### config.mk
export PLATFORM = sky130hd
export DESIGN_NAME = ringDmaChannel
export DESIGN_NICKNAME = d
export VERILOG_FILES = /design/src/rtl/ringDmaPkg.sv /design/src/rtl/ringDmaCtrl.sv /design/src/rtl/ringDmaPath.sv /design/src/rtl/ringDmaChannel.sv
export SDC_FILE = /design/constraint.sdc
export NUM_CORES = 1
export LEC_CHECK = 0
export ABC_AREA = 1
export ABC_CLOCK_PERIOD_IN_PS = 2400
export BUFFER_PORTS_ARGS = -buffer_cell sky130_fd_sc_hd__buf_2
export CAP_MARGIN = 20
export CORE_UTILIZATION = 40
export DETAILED_ROUTE_END_ITERATION = 8
export PLACE_DENSITY = 0.58
export SLEW_MARGIN = 40
export SYNTH_ARGS = -nofsm -noshare
export SYNTH_HDL_FRONTEND = slang
export SYNTH_HIERARCHICAL = 1
export SYNTH_SLANG_ARGS = --single-unit
### constraint.sdc
create_clock -name clk -period 2.4 [get_ports clk]
set_clock_uncertainty 0.2 [all_clocks]
set_input_delay 0.24 -clock clk [delete_from_list [all_inputs] [get_ports clk]]
set_output_delay 0.24 -clock clk [all_outputs]
set_load 0.05 [all_outputs]
### src/rtl/ringDmaPkg.sv
`timescale 1ns/1ps
package ringDmaPkg;

  typedef enum logic [2:0] {
    ST_IDLE,
    ST_WAIT,
    ST_READ,
    ST_WRITE,
    ST_UPDATE
  } chanState_t;

  // strobes from control to datapath, one cycle each
  typedef struct packed {
    logic capture;   // latch read data
    logic step;      // advance count and addresses
    logic errStop;   // alignment fault, stop channel
  } ctrlStrobe_t;

  localparam logic [2:0] OFS_CTRL   = 3'd0;
  localparam logic [2:0] OFS_PADDR  = 3'd1;
  localparam logic [2:0] OFS_MBASE  = 3'd2;
  localparam logic [2:0] OFS_COUNT  = 3'd3;
  localparam logic [2:0] OFS_STATUS = 3'd4;
  localparam logic [2:0] OFS_CLEAR  = 3'd5;

  localparam int B_EN    = 0;
  localparam int B_CIRC  = 1;
  localparam int B_MINC  = 2;
  localparam int B_PINC  = 3;
  localparam int B_SIZE  = 4;
  localparam int B_TCIE  = 6;
  localparam int B_HTIE  = 7;
  localparam int B_ERRIE = 8;

  localparam int F_TC  = 0;
  localparam int F_HT  = 1;
  localparam int F_ERR = 2;
  localparam int NFLAG = 3;

endpackage

### src/rtl/ringDmaCtrl.sv
`timescale 1ns/1ps
module ringDmaCtrl
  import ringDmaPkg::*;
(
  input  logic        clk,
  input  logic        rstN,
  input  logic        chanEn,
  input  logic        circMode,
  input  logic        misaligned,
  input  logic        lastItem,
  input  logic        periphReq,
  input  logic        busReady,
  output chanState_t  curState,
  output ctrlStrobe_t strobe
);

  chanState_t nextState;

  always_ff @(posedge clk or negedge rstN) begin
    if (!rstN) curState <= ST_IDLE;
    else       curState <= nextState;
  end

  always_comb begin
    nextState = curState;
    strobe    = '0;
    unique case (curState)
      ST_IDLE: begin
        if (chanEn) nextState = ST_WAIT;
      end
      ST_WAIT: begin
        if (!chanEn) begin
          nextState = ST_IDLE;
        end else if (periphReq) begin
          if (misaligned) begin
            strobe.errStop = 1'b1;
            nextState      = ST_IDLE;
          end else begin
            nextState = ST_READ;
          end
        end
      end
      ST_READ: begin
        if (busReady) begin
          strobe.capture = 1'b1;
          nextState      = ST_WRITE;
        end
      end
      ST_WRITE: begin
        if (busReady) nextState = ST_UPDATE;
      end
      ST_UPDATE: begin
        strobe.step = 1'b1;
        if (!chanEn || (lastItem && !circMode)) nextState = ST_IDLE;
        else                                    nextState = ST_WAIT;
      end
      default: nextState = ST_IDLE;
    endcase
  end

endmodule

### src/rtl/ringDmaPath.sv
`timescale 1ns/1ps
module ringDmaPath
  import ringDmaPkg::*;
#(
  parameter int ADDR_W = 32,
  parameter int DATA_W = 32,
  parameter int CNT_W  = 16
) (
  input  logic              clk,
  input  logic              rstN,
  input  logic              cfgWrite,
  input  logic [2:0]        cfgAddr,
  input  logic [ADDR_W-1:0] cfgWdata,
  output logic [ADDR_W-1:0] cfgRdata,
  input  ctrlStrobe_t       strobe,
  input  logic              active,
  input  logic [DATA_W-1:0] busRdata,
  output logic              chanEn,
  output logic              circMode,
  output logic              misaligned,
  output logic              lastItem,
  output logic [ADDR_W-1:0] perAddr,
  output logic [ADDR_W-1:0] memAddr,
  output logic [1:0]        itemSize,
  output logic [DATA_W-1:0] dataHold,
  output logic [NFLAG-1:0]  flagVec,
  output logic [NFLAG-1:0]  ieVec
);

  localparam logic [CNT_W-1:0] CNT_ONE = CNT_W'(1);

  logic              memInc, perInc;
  logic [ADDR_W-1:0] perBase, memBase;
  logic [CNT_W-1:0]  progCnt, remaining, movedNow;
  logic [ADDR_W-1:0] itemBytes, alignMask;
  logic              lockCfg, halfHit;
  logic              wrCtrl, wrPaddr, wrMbase, wrCount, wrClear;

  always_comb begin
    unique case (itemSize)
      2'd0:    itemBytes = ADDR_W'(1);
      2'd1:    itemBytes = ADDR_W'(2);
      default: itemBytes = ADDR_W'(4);
    endcase
  end

  assign alignMask  = itemBytes - ADDR_W'(1);
  assign misaligned = |((memAddr | perAddr) & alignMask);
  assign lastItem   = (remaining == CNT_ONE);
  assign lockCfg    = chanEn | active;
  assign movedNow   = progCnt - remaining + CNT_ONE;
  assign halfHit    = strobe.step && (movedNow == (progCnt >> 1));

  assign wrCtrl  = cfgWrite && (cfgAddr == OFS_CTRL);
  assign wrPaddr = cfgWrite && (cfgAddr == OFS_PADDR);
  assign wrMbase = cfgWrite && (cfgAddr == OFS_MBASE);
  assign wrCount = cfgWrite && (cfgAddr == OFS_COUNT);
  assign wrClear = cfgWrite && (cfgAddr == OFS_CLEAR);

  always_ff @(posedge clk or negedge rstN) begin
    if (!rstN) begin
      chanEn    <= 1'b0;
      circMode  <= 1'b0;
      memInc    <= 1'b0;
      perInc    <= 1'b0;
      itemSize  <= 2'd0;
      ieVec     <= '0;
      flagVec   <= '0;
      perBase   <= '0;
      memBase   <= '0;
      perAddr   <= '0;
      memAddr   <= '0;
      progCnt   <= '0;
      remaining <= '0;
      dataHold  <= '0;
    end else begin
      if (strobe.capture) dataHold <= busRdata;

      if (wrClear) flagVec <= flagVec & ~cfgWdata[NFLAG-1:0];

      if (wrCtrl) begin
        if (!lockCfg) begin
          circMode       <= cfgWdata[B_CIRC];
          memInc         <= cfgWdata[B_MINC];
          perInc         <= cfgWdata[B_PINC];
          itemSize       <= cfgWdata[B_SIZE +: 2];
          ieVec[F_TC]    <= cfgWdata[B_TCIE];
          ieVec[F_HT]    <= cfgWdata[B_HTIE];
          ieVec[F_ERR]   <= cfgWdata[B_ERRIE];
          if (cfgWdata[B_EN] && (progCnt != '0)) begin
            chanEn    <= 1'b1;
            remaining <= progCnt;
            memAddr   <= memBase;
            perAddr   <= perBase;
          end
        end else if (!cfgWdata[B_EN]) begin
          chanEn <= 1'b0;
        end
      end

      if (wrPaddr && !lockCfg) perBase <= cfgWdata;
      if (wrMbase && !lockCfg) memBase <= cfgWdata;
      if (wrCount && !lockCfg) begin
        progCnt   <= cfgWdata[CNT_W-1:0];
        remaining <= cfgWdata[CNT_W-1:0];
      end

      if (halfHit) flagVec[F_HT] <= 1'b1;

      if (strobe.step) begin
        if (lastItem) begin
          flagVec[F_TC] <= 1'b1;
          if (circMode) begin
            remaining <= progCnt;
            memAddr   <= memBase;
            perAddr   <= perBase;
          end else begin
            remaining <= '0;
            chanEn    <= 1'b0;
          end
        end else begin
          remaining <= remaining - CNT_ONE;
          if (memInc) memAddr <= memAddr + itemBytes;
          if (perInc) perAddr <= perAddr + itemBytes;
        end
      end

      if (strobe.errStop) begin
        flagVec[F_ERR] <= 1'b1;
        chanEn         <= 1'b0;
      end
    end
  end

  always_comb begin
    cfgRdata = '0;
    unique case (cfgAddr)
      OFS_CTRL: begin
        cfgRdata[B_EN]         = chanEn;
        cfgRdata[B_CIRC]       = circMode;
        cfgRdata[B_MINC]       = memInc;
        cfgRdata[B_PINC]       = perInc;
        cfgRdata[B_SIZE +: 2]  = itemSize;
        cfgRdata[B_TCIE]       = ieVec[F_TC];
        cfgRdata[B_HTIE]       = ieVec[F_HT];
        cfgRdata[B_ERRIE]      = ieVec[F_ERR];
      end
      OFS_PADDR:  cfgRdata = perBase;
      OFS_MBASE:  cfgRdata = memBase;
      OFS_COUNT:  cfgRdata[CNT_W-1:0] = remaining;
      OFS_STATUS: cfgRdata[NFLAG-1:0] = flagVec;
      default:    cfgRdata = '0;
    endcase
  end

endmodule

### src/rtl/ringDmaChannel.sv
`timescale 1ns/1ps
module ringDmaChannel
  import ringDmaPkg::*;
#(
  parameter int ADDR_W = 32,
  parameter int DATA_W = 32,
  parameter int CNT_W  = 16
) (
  input  logic              clk,
  input  logic              rstN,
  input  logic              cfgWrite,
  input  logic [2:0]        cfgAddr,
  input  logic [ADDR_W-1:0] cfgWdata,
  output logic [ADDR_W-1:0] cfgRdata,
  input  logic              periphReq,
  output logic              busReq,
  output logic              busWrite,
  output logic [ADDR_W-1:0] busAddr,
  output logic [1:0]        busSize,
  output logic [DATA_W-1:0] busWdata,
  input  logic              busReady,
  input  logic [DATA_W-1:0] busRdata,
  output logic              irq
);

  chanState_t        curState;
  ctrlStrobe_t       strobe;
  logic              chanEn, circMode, misaligned, lastItem;
  logic [ADDR_W-1:0] perAddr, memAddr;
  logic [NFLAG-1:0]  flagVec, ieVec;

  ringDmaCtrl ctrlInst (
    .clk        (clk),
    .rstN       (rstN),
    .chanEn     (chanEn),
    .circMode   (circMode),
    .misaligned (misaligned),
    .lastItem   (lastItem),
    .periphReq  (periphReq),
    .busReady   (busReady),
    .curState   (curState),
    .strobe     (strobe)
  );

  ringDmaPath #(
    .ADDR_W (ADDR_W),
    .DATA_W (DATA_W),
    .CNT_W  (CNT_W)
  ) pathInst (
    .clk        (clk),
    .rstN       (rstN),
    .cfgWrite   (cfgWrite),
    .cfgAddr    (cfgAddr),
    .cfgWdata   (cfgWdata),
    .cfgRdata   (cfgRdata),
    .strobe     (strobe),
    .active     (curState != ST_IDLE),
    .busRdata   (busRdata),
    .chanEn     (chanEn),
    .circMode   (circMode),
    .misaligned (misaligned),
    .lastItem   (lastItem),
    .perAddr    (perAddr),
    .memAddr    (memAddr),
    .itemSize   (busSize),
    .dataHold   (busWdata),
    .flagVec    (flagVec),
    .ieVec      (ieVec)
  );

  assign busReq   = (curState == ST_READ) || (curState == ST_WRITE);
  assign busWrite = (curState == ST_WRITE);
  assign busAddr  = (curState == ST_READ) ? perAddr : memAddr;
  assign irq      = |(flagVec & ieVec);

endmodule

==> results.md, run 1 <==
- Cts bufs inserted: 27
- R2R cell count: 16
- Dpl ws: -0.2096 ns
- Die W: 191.5 um
- Filler Cell Count: 3,314
- Met3 routed WL: 3986 um
- Crit path from: pathInst/itemSize[1]$_DFFE_PN0P_
- Most frequent cells in the layout: nand2_1 (557), inv_1 (225), dfrtp_1 (205), buf_4 (163), o21ai_0 (152)
- Setup crit end: pathInst/perAddr[26]$_DFF_PN0_
- Initial antenna violation count: 0
- Total gr overflow: 0
- Status: finished with violations
- GRT Util Overall: 31.18%
- Critical path fanouts, max: 5
- Power Dens Cells: 1529 nW/um2
- FF-to-FF End: pathInst/perAddr[26]$_DFF_PN0_
- Worst min-delay path class: in2async
- Initial Utilization: 40.46%
- Layout cell share with drive strength beyond 1: 29.31%
- EDFF count, synth: 0
- Nets: 2,546
- Hold Violations, Final: 0
- Vias per cell: 5.443
- Root Buffer: clkbuf_16
- Most used cell, CP: nand2_1
- Dpl hpwl: 42,030 um
- Multi-input logic area: 8850 um2
- Global-route wire length before repair: 87,170 um
- Die height: 191.5 um
- Syn Area/Cell: 7.121 um2
- Slew HR: 56.84%
- Crit end category: flip-flop
- WP depth: 16
- Synth-to-Final Area Change: 43.34%
- Worst EP required: 2.67 ns
- Critical path class: reg2reg
- Met2 WL: 27,760 um
- RR Startpoint: pathInst/itemSize[1]$_DFFE_PN0P_
- Violated checks: setup timing
- Vias in the first global route: 14,986
- Max-slew violations: 0
- Unrepaired setup endpoints after global routing: yes
- CP max-delay cell: dfrtp_2
- R2R setup slack: -0.22 ns
- Cell Area, Synth: 14,360 um2
- Largest net degree at the start of global routing: 65
- Least-Margin Pin Slew: 0.6467 ns
- Commonest non-fill, non-tap cell in the layout: nand2_1
- Crit path max-delay family: simple AND/OR/NAND/NOR gates
- CP Cell Sequence: nor2_4 -> ha_4 -> inv_2 -> fa_2 -> inv_2 -> nand2_4 -> a21oi_4 -> nand2_4 -> nor2_4 -> nand3_4 -> nor2_2 -> nand2_1 -> nand3_1 -> nand2_1 -> nand2_1 -> nand2_1
- Post-route ant nets: 0
- Post-Route M1 WL: 25,000 um
- Ant. Diodes: 0
- Mapped Nets: 2,130
- Clock tree buffer depth: 3
- Final core occ: 58.00%
- Warning count from the yosys run: 6
- WP buf/inv: 2
- Sequential share of the synthesized area: 36.08%
- Highest metal layer with signal wires: met4
- DR iter-0 viols: 1,459
- Placeable Area: 35,480 um2
- Via count of the routed design: 15,860
- CTS Sinks: 207
- Max-cap violations: 0
- F_max: 382.2 MHz
- Top_reg_cell synth: dfrtp_1
- WL/cell: 20.29 um
- Setup Viol. Count Final: 55
- Worst-Skew Late Latency: 0.58 ns
- Max stage delay on crit path: 0.46 ns
- Critical Path Start Type: flip-flop
- Register area: 5182 um2
- Router iterations before antenna repair: 7
- CP arrival: 2.88 ns
- Static Leak: 10.02 nW
- Seq cells post-synth: 207
- TritonCTS clock tree: yes
- Crit path setup slack, layout: -0.2161 ns
- # port buffers: 172
- IO Count: 173
- Routed WL: 59,130 um
- Asr flop ratio synth: 100.0%
- Worst VDD drop: 1.109 mV
- Synth cell types: 54
- Final Power: 31.47 mW
- H-tree depth: 1
- Drt drc: 0
- Clock transition at the registers of the reported paths: 0.06 ns
- Final GP Congestion: 0.9893
- # rows: 69
- Final min period: 2.616 ns
- Period utilization: 109.0%
- Die area: 36,650 um2
- Gate Count Post-Synth: 2,016
## stage by stage
step / std cells / hold WS, ns / area [um2] / TNS (ns)
5_1_grt: 2914 / 0.1027 / 20580 / -12.97
4_1_cts: 2876 / 0.05398 / 19220 / -1.082
6_report: 2914 / 0.07840 / 20580 / -5.571
3_5_place_dp: 2740 / -0.03584 / 16970 / -5.364
2_1_floorplan: 2016 / -0.2556 / 14450 / -0.9524
3_3_place_gp: 2740 / -0.03731 / 16960 / -2.783
## how the worst min path moves through the flow
stage                          start                                to  cells past startpoint
after detailed placement        rstN  pathInst/memBase[17]$_DFFE_PN0P_                      1
after global routing            rstN    pathInst/perAddr[13]$_DFF_PN0_                      3
after floorplan                 rstN  ctrlInst/curState[0]$_DFFE_PN0P_                      0
after global placement          rstN  pathInst/memBase[17]$_DFFE_PN0P_                      1
after CTS                 cfgAddr[1]   pathInst/flagVec[1]$_DFFE_PN0P_                      5
final                           rstN  pathInst/memBase[17]$_DFFE_PN0P_                      3
## routing by layer
layer / GRT usage, % / vias to the layer above
li1: - / 7401
met1: 41.74 / 7659
met2: 50.79 / 681
met3: 3.764 / 119
met4: 12.85 / 0
met5: 0 / -
## timing repair
item / in CTS / in global routing
resized for setup: 102 / 256
cloned: 3 / 8
endpoints found under the setup margin: 89 / 97
setup buffers: 11 / 34
hold buffers: 72 / 0
pin swaps: 26 / 71
hold endpoints to repair: 334 / 0
## Yosys cell counts, types with 11 or more instances
| master | number | area share [%] |
|---|---|---|
| nand3_1 | 105 | 3.7 |
| clkbuf_1 | 31 | 0.81 |
| nand4_1 | 17 | 0.74 |
| xnor2_1 | 12 | 0.73 |
| inv_2 | 19 | 0.50 |
| inv_1 | 236 | 6.2 |
| nand2_2 | 12 | 0.52 |
| o211ai_1 | 33 | 1.7 |
| nor3_1 | 27 | 0.94 |
| o22ai_1 | 44 | 1.9 |
| xor2_1 | 51 | 3.1 |
| o21ai_0 | 171 | 6.0 |
| dfrtp_1 | 207 | 36 |
| nor2_1 | 132 | 3.5 |
| nand2_1 | 623 | 16 |
| ha_1 | 39 | 3.4 |
| a21oi_1 | 26 | 0.91 |
| buf_4 | 11 | 0.58 |
| mux2_2 | 32 | 2.5 |
| o21ai_1 | 43 | 1.5 |
| buf_2 | 22 | 0.77 |
## where the power goes
group | leakage (nW) | switching (mW) | total (mW) | internal (mW)
combinational | 7.03 | 12.4 | 20.1 | 7.67
clock | 0.496 | 1.73 | 4.55 | 2.82
sequential | 2.50 | 1.77 | 6.85 | 5.08
total | 10.0 | 15.9 | 31.5 | 15.6
## flip-flops by register name, summed over array words and instances (netlist names)
name and count:
ctrlInst/curState 3, pathInst/chanEn 1, pathInst/circMode 1, pathInst/dataHold 32, pathInst/flagVec 3, pathInst/ieVec 3, pathInst/itemSize 2, pathInst/memAddr 32
pathInst/memBase 32, pathInst/memInc 1, pathInst/perAddr 32, pathInst/perBase 32, pathInst/perInc 1, pathInst/progCnt 16, pathInst/remaining 16
## worst register-to-register path, cell delays in order, from the launching register on
cell and delay, ns:
dfrtp_2 0.46, nor2_4 0.16, ha_4 0.15, inv_2 0.04, fa_2 0.33, inv_2 0.08, nand2_4 0.06, a21oi_4 0.25
nand2_4 0.11, nor2_4 0.16, nand3_4 0.11, nor2_2 0.13, nand2_1 0.05, nand3_1 0.06, nand2_1 0.05, nand2_1 0.05
nand2_1 0.05
## logic make-up after synthesis
kind of cell               synth area share (%)
and+or+nand+nor                           28.58
AOI/OAI and AO/OA                         15.06
buffers and inverters                     9.761
DFF                                       36.08
xor gates and xnor gates                  3.843
adders and majority gates                 3.817
muxes                                     2.859
## final cells by class
class / instances / area share, %
Clock buffer: 35 / 3.770
Clock inverter: 15 / 1.076
Inverter: 256 / 4.736
Multi-Input combinational cell: 1477 / 43.00
Sequential cell: 207 / 25.18
Tap cell: 461 / 2.803
Timing Repair Buffer: 463 / 19.43
Note: power is estimated with default switching activity, not from simulation.
==> inputs of run 2 (changes only) <==
--- a/config.mk
+++ b/config.mk
@@ -15,5 +15,4 @@
 export SLEW_MARGIN = 40
 export SYNTH_ARGS = -nofsm -noshare
 export SYNTH_HDL_FRONTEND = slang
-export SYNTH_HIERARCHICAL = 1
 export SYNTH_SLANG_ARGS = --single-unit
==> results.md, run 2 <==
- Status: finished with violations (unchanged)
- Violated checks: setup timing (unchanged)
- Routed WL: 55,430 um (was 59,130 um)
- Worst min-delay path class: in2async (unchanged)
- Max stage delay on crit path: 0.50 ns (was 0.46 ns)
- Final Power: 31.13 mW (was 31.47 mW)
- Global-route wire length before repair: 84,440 um (was 87,170 um)
- CP Cell Sequence: nor2_4 -> buf_6 -> ha_4 -> inv_2 -> fa_2 -> inv_2 -> nand2_2 -> nand2_2 -> nand2_4 -> inv_4 -> nand2_4 -> nor2_4 -> inv_2 -> nor2_2 -> nand2_1 -> nand3_1 -> o21ai_1 -> nand2_1 -> nand2_1 (was nor2_4 -> ha_4 -> inv_2 -> fa_2 -> inv_2 -> nand2_4 -> a21oi_4 -> nand2_4 -> nor2_4 -> nand3_4 -> nor2_2 -> nand2_1 -> nand3_1 -> nand2_1 -> nand2_1 -> nand2_1)
- Warning count from the yosys run: 0 (was 6)
- # port buffers: 172 (unchanged)
- Commonest non-fill, non-tap cell in the layout: nand2_1 (unchanged)
- # rows: 68 (was 69)
- Placeable Area: 34,710 um2 (was 35,480 um2)
- Die height: 190.2 um (was 191.5 um)
- TritonCTS clock tree: yes (unchanged)
- Drt drc: 0 (unchanged)
- Slew HR: 63.29% (was 56.84%)
- Post-synth top area share: 36.54% (was 36.08%)
- Power Dens Cells: 1542 nW/um2 (was 1529 nW/um2)
- Top_reg_cell synth: dfrtp_1 (unchanged)
- Mapped Nets: 2,103 (was 2,130)
- Most frequent cells after synthesis: nand2_1 (625), inv_1 (243), dfrtp_1 (207) (was nand2_1 (623), inv_1 (236), dfrtp_1 (207))
- Synth-to-Final Area Change: 42.44% (was 43.34%)
- Dpl ws: -0.3547 ns (was -0.2096 ns)
- Layout cell share with drive strength beyond 1: 29.51% (was 29.31%)
- Final core occ: 58.16% (was 58.00%)
- Filler Cell Count: 3,221 (was 3,314)
- Final min period: 2.658 ns (was 2.616 ns)
- WP depth: 19 (was 16)
- F_max: 376.2 MHz (was 382.2 MHz)
- R2R cell count: 19 (was 16)
- IO Count: 173 (unchanged)
- Initial antenna violation count: 0 (unchanged)
- Die area: 36,190 um2 (was 36,650 um2)
- Clock transition at the registers of the reported paths: 0.06 ns (about the same)
- Gate Count Post-Synth: 1,990 (was 2,016)
- Most frequent cell after synthesis: nand2_1 (unchanged)
- H-tree depth: 1 (unchanged)
- EDFF count, synth: 0 (unchanged)
- Ant. Diodes: 0 (unchanged)
- Critical path fanouts, max: 4 (was 5)
- Nets: 2,505 (was 2,546)
- Worst-Skew Late Latency: 0.56 ns (was 0.58 ns)
- Dpl cell area: 16,820 um2 (was 16,970 um2)
- Synth area leaders: dfrtp_1 (37%), nand2_1 (17%), o21ai_0 (6.8%), inv_1 (6.4%), nor2_1 (3.6%) (was dfrtp_1 (36%), nand2_1 (16%), inv_1 (6.2%), o21ai_0 (6.0%), nand3_1 (3.7%))
- Asr flop ratio synth: 100.0% (unchanged)
- Multi-input logic area: 8745 um2 (was 8850 um2)
- Largest net degree at the start of global routing: 64 (was 65)
- Vias in the first global route: 14,912 (was 14,986)
- Worst VDD drop: 0.9697 mV (was 1.109 mV)
- Design Area, Final: 20,190 um2 (was 20,580 um2)
- Register area: 5185 um2 (was 5182 um2)
- CP arrival: 2.91 ns (was 2.88 ns)
- Static Leak: 10.03 nW (was 10.02 nW)
- Unrepaired setup endpoints after global routing: yes (unchanged)
- Period utilization: 110.8% (was 109.0%)
- Cell Area, Synth: 14,170 um2 (was 14,360 um2)
- Max-slew violations: 0 (unchanged)
- Seq cells post-synth: 207 (unchanged)
- Crit path max-delay family: simple AND/OR/NAND/NOR gates (unchanged)
- Sequential share of the synthesized area: 36.54% (was 36.08%)
- DR iter-0 viols: 1,267 (was 1,459)
- Hold Violations, Final: 0 (unchanged)
- Crit end category: flip-flop (unchanged)
- Via count of the routed design: 15,321 (was 15,860)
- WP buf/inv: 5 (was 2)
- CTS Sinks: 207 (unchanged)
- Least-Margin Pin Slew: 0.5507 ns (was 0.6467 ns)
- Final GP Congestion: 0.9959 (was 0.9893)
- Clock tree buffer depth: 3 (unchanged)
- Setup Viol. Count Final: 57 (was 55)
- Post-route ant nets: 0 (unchanged)
- Max-cap violations: 0 (unchanged)
- Die W: 190.2 um (was 191.5 um)
- Total gr overflow: 0 (unchanged)
- Syn Area/Cell: 7.123 um2 (was 7.121 um2)
- Initial Utilization: 40.83% (was 40.46%)
- Cts bufs inserted: 26 (was 27)
- WL/cell: 19.35 um (was 20.29 um)
- Cell taking the most area after synthesis: dfrtp_1 (unchanged)
- GRT Util Overall: 30.31% (was 31.18%)
- Worst EP required: 2.65 ns (was 2.67 ns)
- Most frequent cells in the layout: nand2_1 (558), inv_1 (225), dfrtp_1 (205), buf_4 (156), buf_2 (133) (was nand2_1 (557), inv_1 (225), dfrtp_1 (205), buf_4 (163), o21ai_0 (152))
- Critical path class: reg2reg (unchanged)
- Synth cell types: 45 (was 54)
- Crit path setup slack, layout: -0.2583 ns (was -0.2161 ns)
- Vias per cell: 5.350 (was 5.443)
- Dpl hpwl: 40,720 um (was 42,030 um)
- Critical Path Start Type: flip-flop (unchanged)
- Router iterations before antenna repair: 6 (was 7)
- CP max-delay cell: dfrtp_4 (was dfrtp_2)
- Root Buffer: clkbuf_16 (unchanged)
-- run 2: cell types whose count changed in the layout (fill, tap and decap cells not counted), moves of 9 or more --
cell,before,now
o21ai_4,0,20
nand2_4,32,41
o21ai_2,16,39
o211ai_1,33,62
o21ai_0,152,130
nand3_4,18,2
buf_6,45,58
buf_8,16,5
o22ai_1,44,21
nand2_2,49,33
nand3_1,77,62
-- run 2: logic make-up after synthesis --
| kind of cell | share of synthesized area (%) |
|---|---|
| AND/OR/NAND/NOR | 27.53 |
| multiplexers | 2.542 |
| adder cells (fa/ha/maj) | 3.778 |
| buffers and inverters | 9.745 |
| flip-flops | 36.54 |
| XOR/XNOR | 3.522 |
| AO/OA/AOI/OAI | 16.34 |
-- run 2: per-stage QoR --
step | hold WS, ns | std cells | TNS [ns]
detailed placement | 0.03490 | 2711 | -4.955
finish | 0.03954 | 2864 | -4.926
CTS | 0.04517 | 2852 | -3.228
floorplan | -0.2556 | 1990 | -1.825
global route | 0.06541 | 2864 | -11.18
global placement | 0.03837 | 2711 | -2.998
-- run 2: final timing paths --
path / from / endpoint / slack [ns]
min in group clk: cfgAddr[1] / pathInst.chanEn$_DFF_PN0_ / 0.11
worst max register to register: pathInst.itemSize[1]$_DFFE_PN0P_ / pathInst.memAddr[18]$_DFF_PN0_ / -0.26
max in group asynchronous: rstN / pathInst.dataHold[13]$_DFFE_PN0P_ / 1.22
worst min register to register: pathInst.memBase[2]$_DFFE_PN0P_ / pathInst.memBase[2]$_DFFE_PN0P_ / 0.29
worst min-delay path: rstN / pathInst.progCnt[4]$_DFFE_PN0P_ / 0.04
worst max-delay path: pathInst.itemSize[1]$_DFFE_PN0P_ / pathInst.memAddr[18]$_DFF_PN0_ / -0.26
-- run 2: power breakdown --
part / internal, mW / total (mW) / leakage [nW] / switching, mW
Sequential: 5.05 / 6.98 / 2.50 / 1.93
Clock: 2.32 / 3.97 / 0.410 / 1.65
Combinational: 7.95 / 20.2 / 7.12 / 12.2
Total: 15.3 / 31.1 / 10.0 / 15.8
-- run 2: final cells by class --
| class | count | area share (%) |
|---|---|---|
| well taps | 455 | 2.820 |
| clock inverters | 10 | 0.5763 |
| repair buffers | 451 | 19.10 |
| inverters | 257 | 4.927 |
| multi-input cells | 1449 | 43.31 |
| flip-flops and latches | 207 | 25.68 |
| clock buffers | 35 | 3.588 |
-- run 2: per-layer routing --
metal	vias up	share of wire (%)	track usage, %
met5	-	0	0
met2	610	49	50.81
met4	0	3.5	12.68
li1	7267	-	-
met1	7341	42	39.50
met3	103	6.2	3.570
-- run 2: timing repair --
item / CTS / global route
gates resized for setup: 204 / 210
endpoints found under the setup margin: 79 / 97
hold buffers: 70 / 0
pin swaps: 23 / 54
gates cloned: 6 / 0
hold endpoints to repair: 339 / 0
buffers inserted: 22 / 20
==> inputs of run 3 (changes only) <==
--- a/config.mk
+++ b/config.mk
@@ -9,9 +9,11 @@
 export ABC_CLOCK_PERIOD_IN_PS = 2400
 export BUFFER_PORTS_ARGS = -buffer_cell sky130_fd_sc_hd__buf_2
 export CAP_MARGIN = 20
+export CORE_ASPECT_RATIO = 1.1
 export CORE_UTILIZATION = 40
 export DETAILED_ROUTE_END_ITERATION = 8
 export PLACE_DENSITY = 0.58
+export SKIP_CTS_REPAIR_TIMING = 1
 export SLEW_MARGIN = 40
 export SYNTH_ARGS = -nofsm -noshare
 export SYNTH_HDL_FRONTEND = slang
==> results.md, run 3 (same netlist as run 2, synthesis figures left out) <==
- Status: finished with violations (unchanged)
- Violated checks: hold timing, setup timing (was setup timing)
- Met3 usage: 3.663% (was 3.570%)
- CP arrival: 2.88 ns (was 2.91 ns)
- IO Count: 173 (unchanged)
- Crit path setup slack, layout: -0.2283 ns (was -0.2583 ns)
- Worst VDD drop: 1.101 mV (was 0.9697 mV)
- Root Buffer: clkbuf_16 (unchanged)
- Most frequent cells in the layout: nand2_1 (562), inv_1 (222), dfrtp_1 (205), buf_4 (155), buf_2 (133) (was nand2_1 (558), inv_1 (225), dfrtp_1 (205), buf_4 (156), buf_2 (133))
- Design Area, Final: 20,070 um2 (was 20,190 um2)
- Critical Path Start Type: flip-flop (unchanged)
- # rows: 71 (was 68)
- Die area: 36,190 um2 (about the same)
- Dpl cell area: 16,740 um2 (was 16,820 um2)
- WL/cell: 19.92 um (was 19.35 um)
- Filler Cell Count: 3,188 (was 3,221)
- Initial antenna violation count: 0 (unchanged)
- Dpl hpwl: 41,380 um (was 40,720 um)
- Post-route ant nets: 0 (unchanged)
- CP max-delay cell: dfrtp_4 (unchanged)
- Nets: 2,507 (was 2,505)
- Max stage delay on crit path: 0.50 ns (about the same)
- Met2 Use GR: 49.46% (was 50.81%)
- Final core occ: 58.08% (was 58.16%)
- Setup Viol. Count Final: 76 (was 57)
- Most used cell, CP: nand2_2
- GR peak layer: met2 (unchanged)
- Layout Cells excl Fill: 2,849 (was 2,864)
- Router iterations before antenna repair: 8 (was 6)
- Total gr overflow: 0 (unchanged)
- Cts bufs inserted: 26 (unchanged)
- Max-cap violations: 0 (unchanged)
- Drt drc: 0 (unchanged)
- Vias per cell: 5.378 (was 5.350)
- CTS Sinks: 207 (unchanged)
- Die W: 181.5 um (was 190.2 um)
- Period utilization: 109.5% (was 110.8%)
- Slew HR: 63.48% (was 63.29%)
- Ant. Diodes: 0 (unchanged)
- DR iter-0 viols: 1,278 (was 1,267)
- Least-Margin Pin Slew: 0.5472 ns (was 0.5507 ns)
- Met1 Use GR: 38.15% (was 39.50%)
- # port buffers: 172 (unchanged)
- Via count of the routed design: 15,323 (was 15,321)
- Unrepaired setup endpoints after global routing: yes (unchanged)
- F_max: 380.5 MHz (was 376.2 MHz)
- Global-route wire length before repair: 81,430 um (was 84,440 um)
- Crit end category: flip-flop (unchanged)
- Vias in the first global route: 14,232 (was 14,912)
- Max-slew violations: 0 (unchanged)
- TritonCTS clock tree: yes (unchanged)
- H-tree depth: 1 (unchanged)
- Final Power: 30.85 mW (was 31.13 mW)
- Final GP Congestion: 0.9657 (was 0.9959)
- Static Leak: 9.963 nW (was 10.03 nW)
- Multi-input logic area: 8648 um2 (was 8745 um2)
- Die height: 199.4 um (was 190.2 um)
- Routed WL: 56,750 um (was 55,430 um)
- Synth-to-Final Area Change: 41.58% (was 42.44%)
- Critical path class: reg2reg (unchanged)
- Initial Utilization: 41.02% (was 40.83%)
- Worst min-delay path class: in2async (unchanged)
- Largest net degree at the start of global routing: 59 (was 64)
- Layout cell share with drive strength beyond 1: 29.45% (was 29.51%)
- Hold Violations, Final: 1 (was 0)
- # placed instances: 2,692 (was 2,711)
- Clock tree buffer depth: 3 (unchanged)
- Final min period: 2.628 ns (was 2.658 ns)
- Commonest non-fill, non-tap cell in the layout: nand2_1 (unchanged)
- Worst EP required: 2.65 ns (about the same)
- Register area: 5185 um2 (unchanged)
- Worst-Skew Late Latency: 0.56 ns (about the same)
- Power Dens Cells: 1537 nW/um2 (was 1542 nW/um2)
- R2R setup slack: -0.23 ns (was -0.26 ns)
- Crit path max-delay family: simple AND/OR/NAND/NOR gates (unchanged)
- CP Cell Sequence: nor2_4 -> ha_4 -> inv_2 -> fa_2 -> inv_2 -> nand2_2 -> nand2_2 -> nand2_4 -> inv_4 -> nand2_4 -> nor2_4 -> buf_6 -> nand2_2 -> nand2_2 -> nand2_2 -> nand2_1 -> o21ai_1 -> nand2_1 -> nand2_1 (was nor2_4 -> buf_6 -> ha_4 -> inv_2 -> fa_2 -> inv_2 -> nand2_2 -> nand2_2 -> nand2_4 -> inv_4 -> nand2_4 -> nor2_4 -> inv_2 -> nor2_2 -> nand2_1 -> nand3_1 -> o21ai_1 -> nand2_1 -> nand2_1)
- Worst Hold Slack: -0.002249 ns (was 0.03954 ns)
- GRT Util Overall: 29.26% (was 30.31%)
- Critical path fanouts, max: 4 (unchanged)
- Placeable Area: 34,560 um2 (was 34,710 um2)
- Clock transition at the registers of the reported paths: 0.06 ns (about the same)
- WP buf/inv: 4 (was 5)
run 3: stage by stage:
stage / setup slack (ns) / TNS (ns)
after floorplan: -0.3248 / -1.825
after global placement: -0.2548 / -3.310
after detailed placement: -0.2804 / -4.269
after CTS: -0.3793 / -13.29
after global routing: -0.3562 / -14.75
final: -0.2283 / -6.997
run 3: report_power, final:
part           total (mW)  internal (mW)  switching (mW)
clock                3.84           2.19            1.64
sequential           6.94           5.05            1.89
combinational        20.1           7.91            12.1
run 3: layout make-up:
type                            instances  share of cell area (%)
Inverter                              257                   4.919
Clock inverter                          7                  0.3741
Sequential cell                       207                   25.84
Multi-Input combinational cell       1449                   43.09
Clock buffer                           38                   3.616
Timing Repair Buffer                  453                   19.43
Tap cell                              438                   2.731
run 3: final timing paths:
kind,from,end,depth (start not counted)
setup / recovery,pathInst.itemSize[1]$_DFFE_PN0P_,pathInst.memAddr[26]$_DFF_PN0_,19
hold / removal,rstN,pathInst.memBase[26]$_DFFE_PN0P_,2
setup reg to reg,pathInst.itemSize[1]$_DFFE_PN0P_,pathInst.memAddr[26]$_DFF_PN0_,19
hold reg to reg,pathInst.perBase[27]$_DFFE_PN0P_,pathInst.perBase[27]$_DFFE_PN0P_,2
max in group asynchronous,rstN,pathInst.dataHold[22]$_DFFE_PN0P_,3
min in group clk,cfgAddr[1],pathInst.flagVec[0]$_DFF_PN0_,5
run 3: routing by layer:
metal  routed length, um  vias up
met3                3458      150
li1                    -     7272
met4                2195        0
met2               27650      642
met1               23450     7259
met5                   0        -
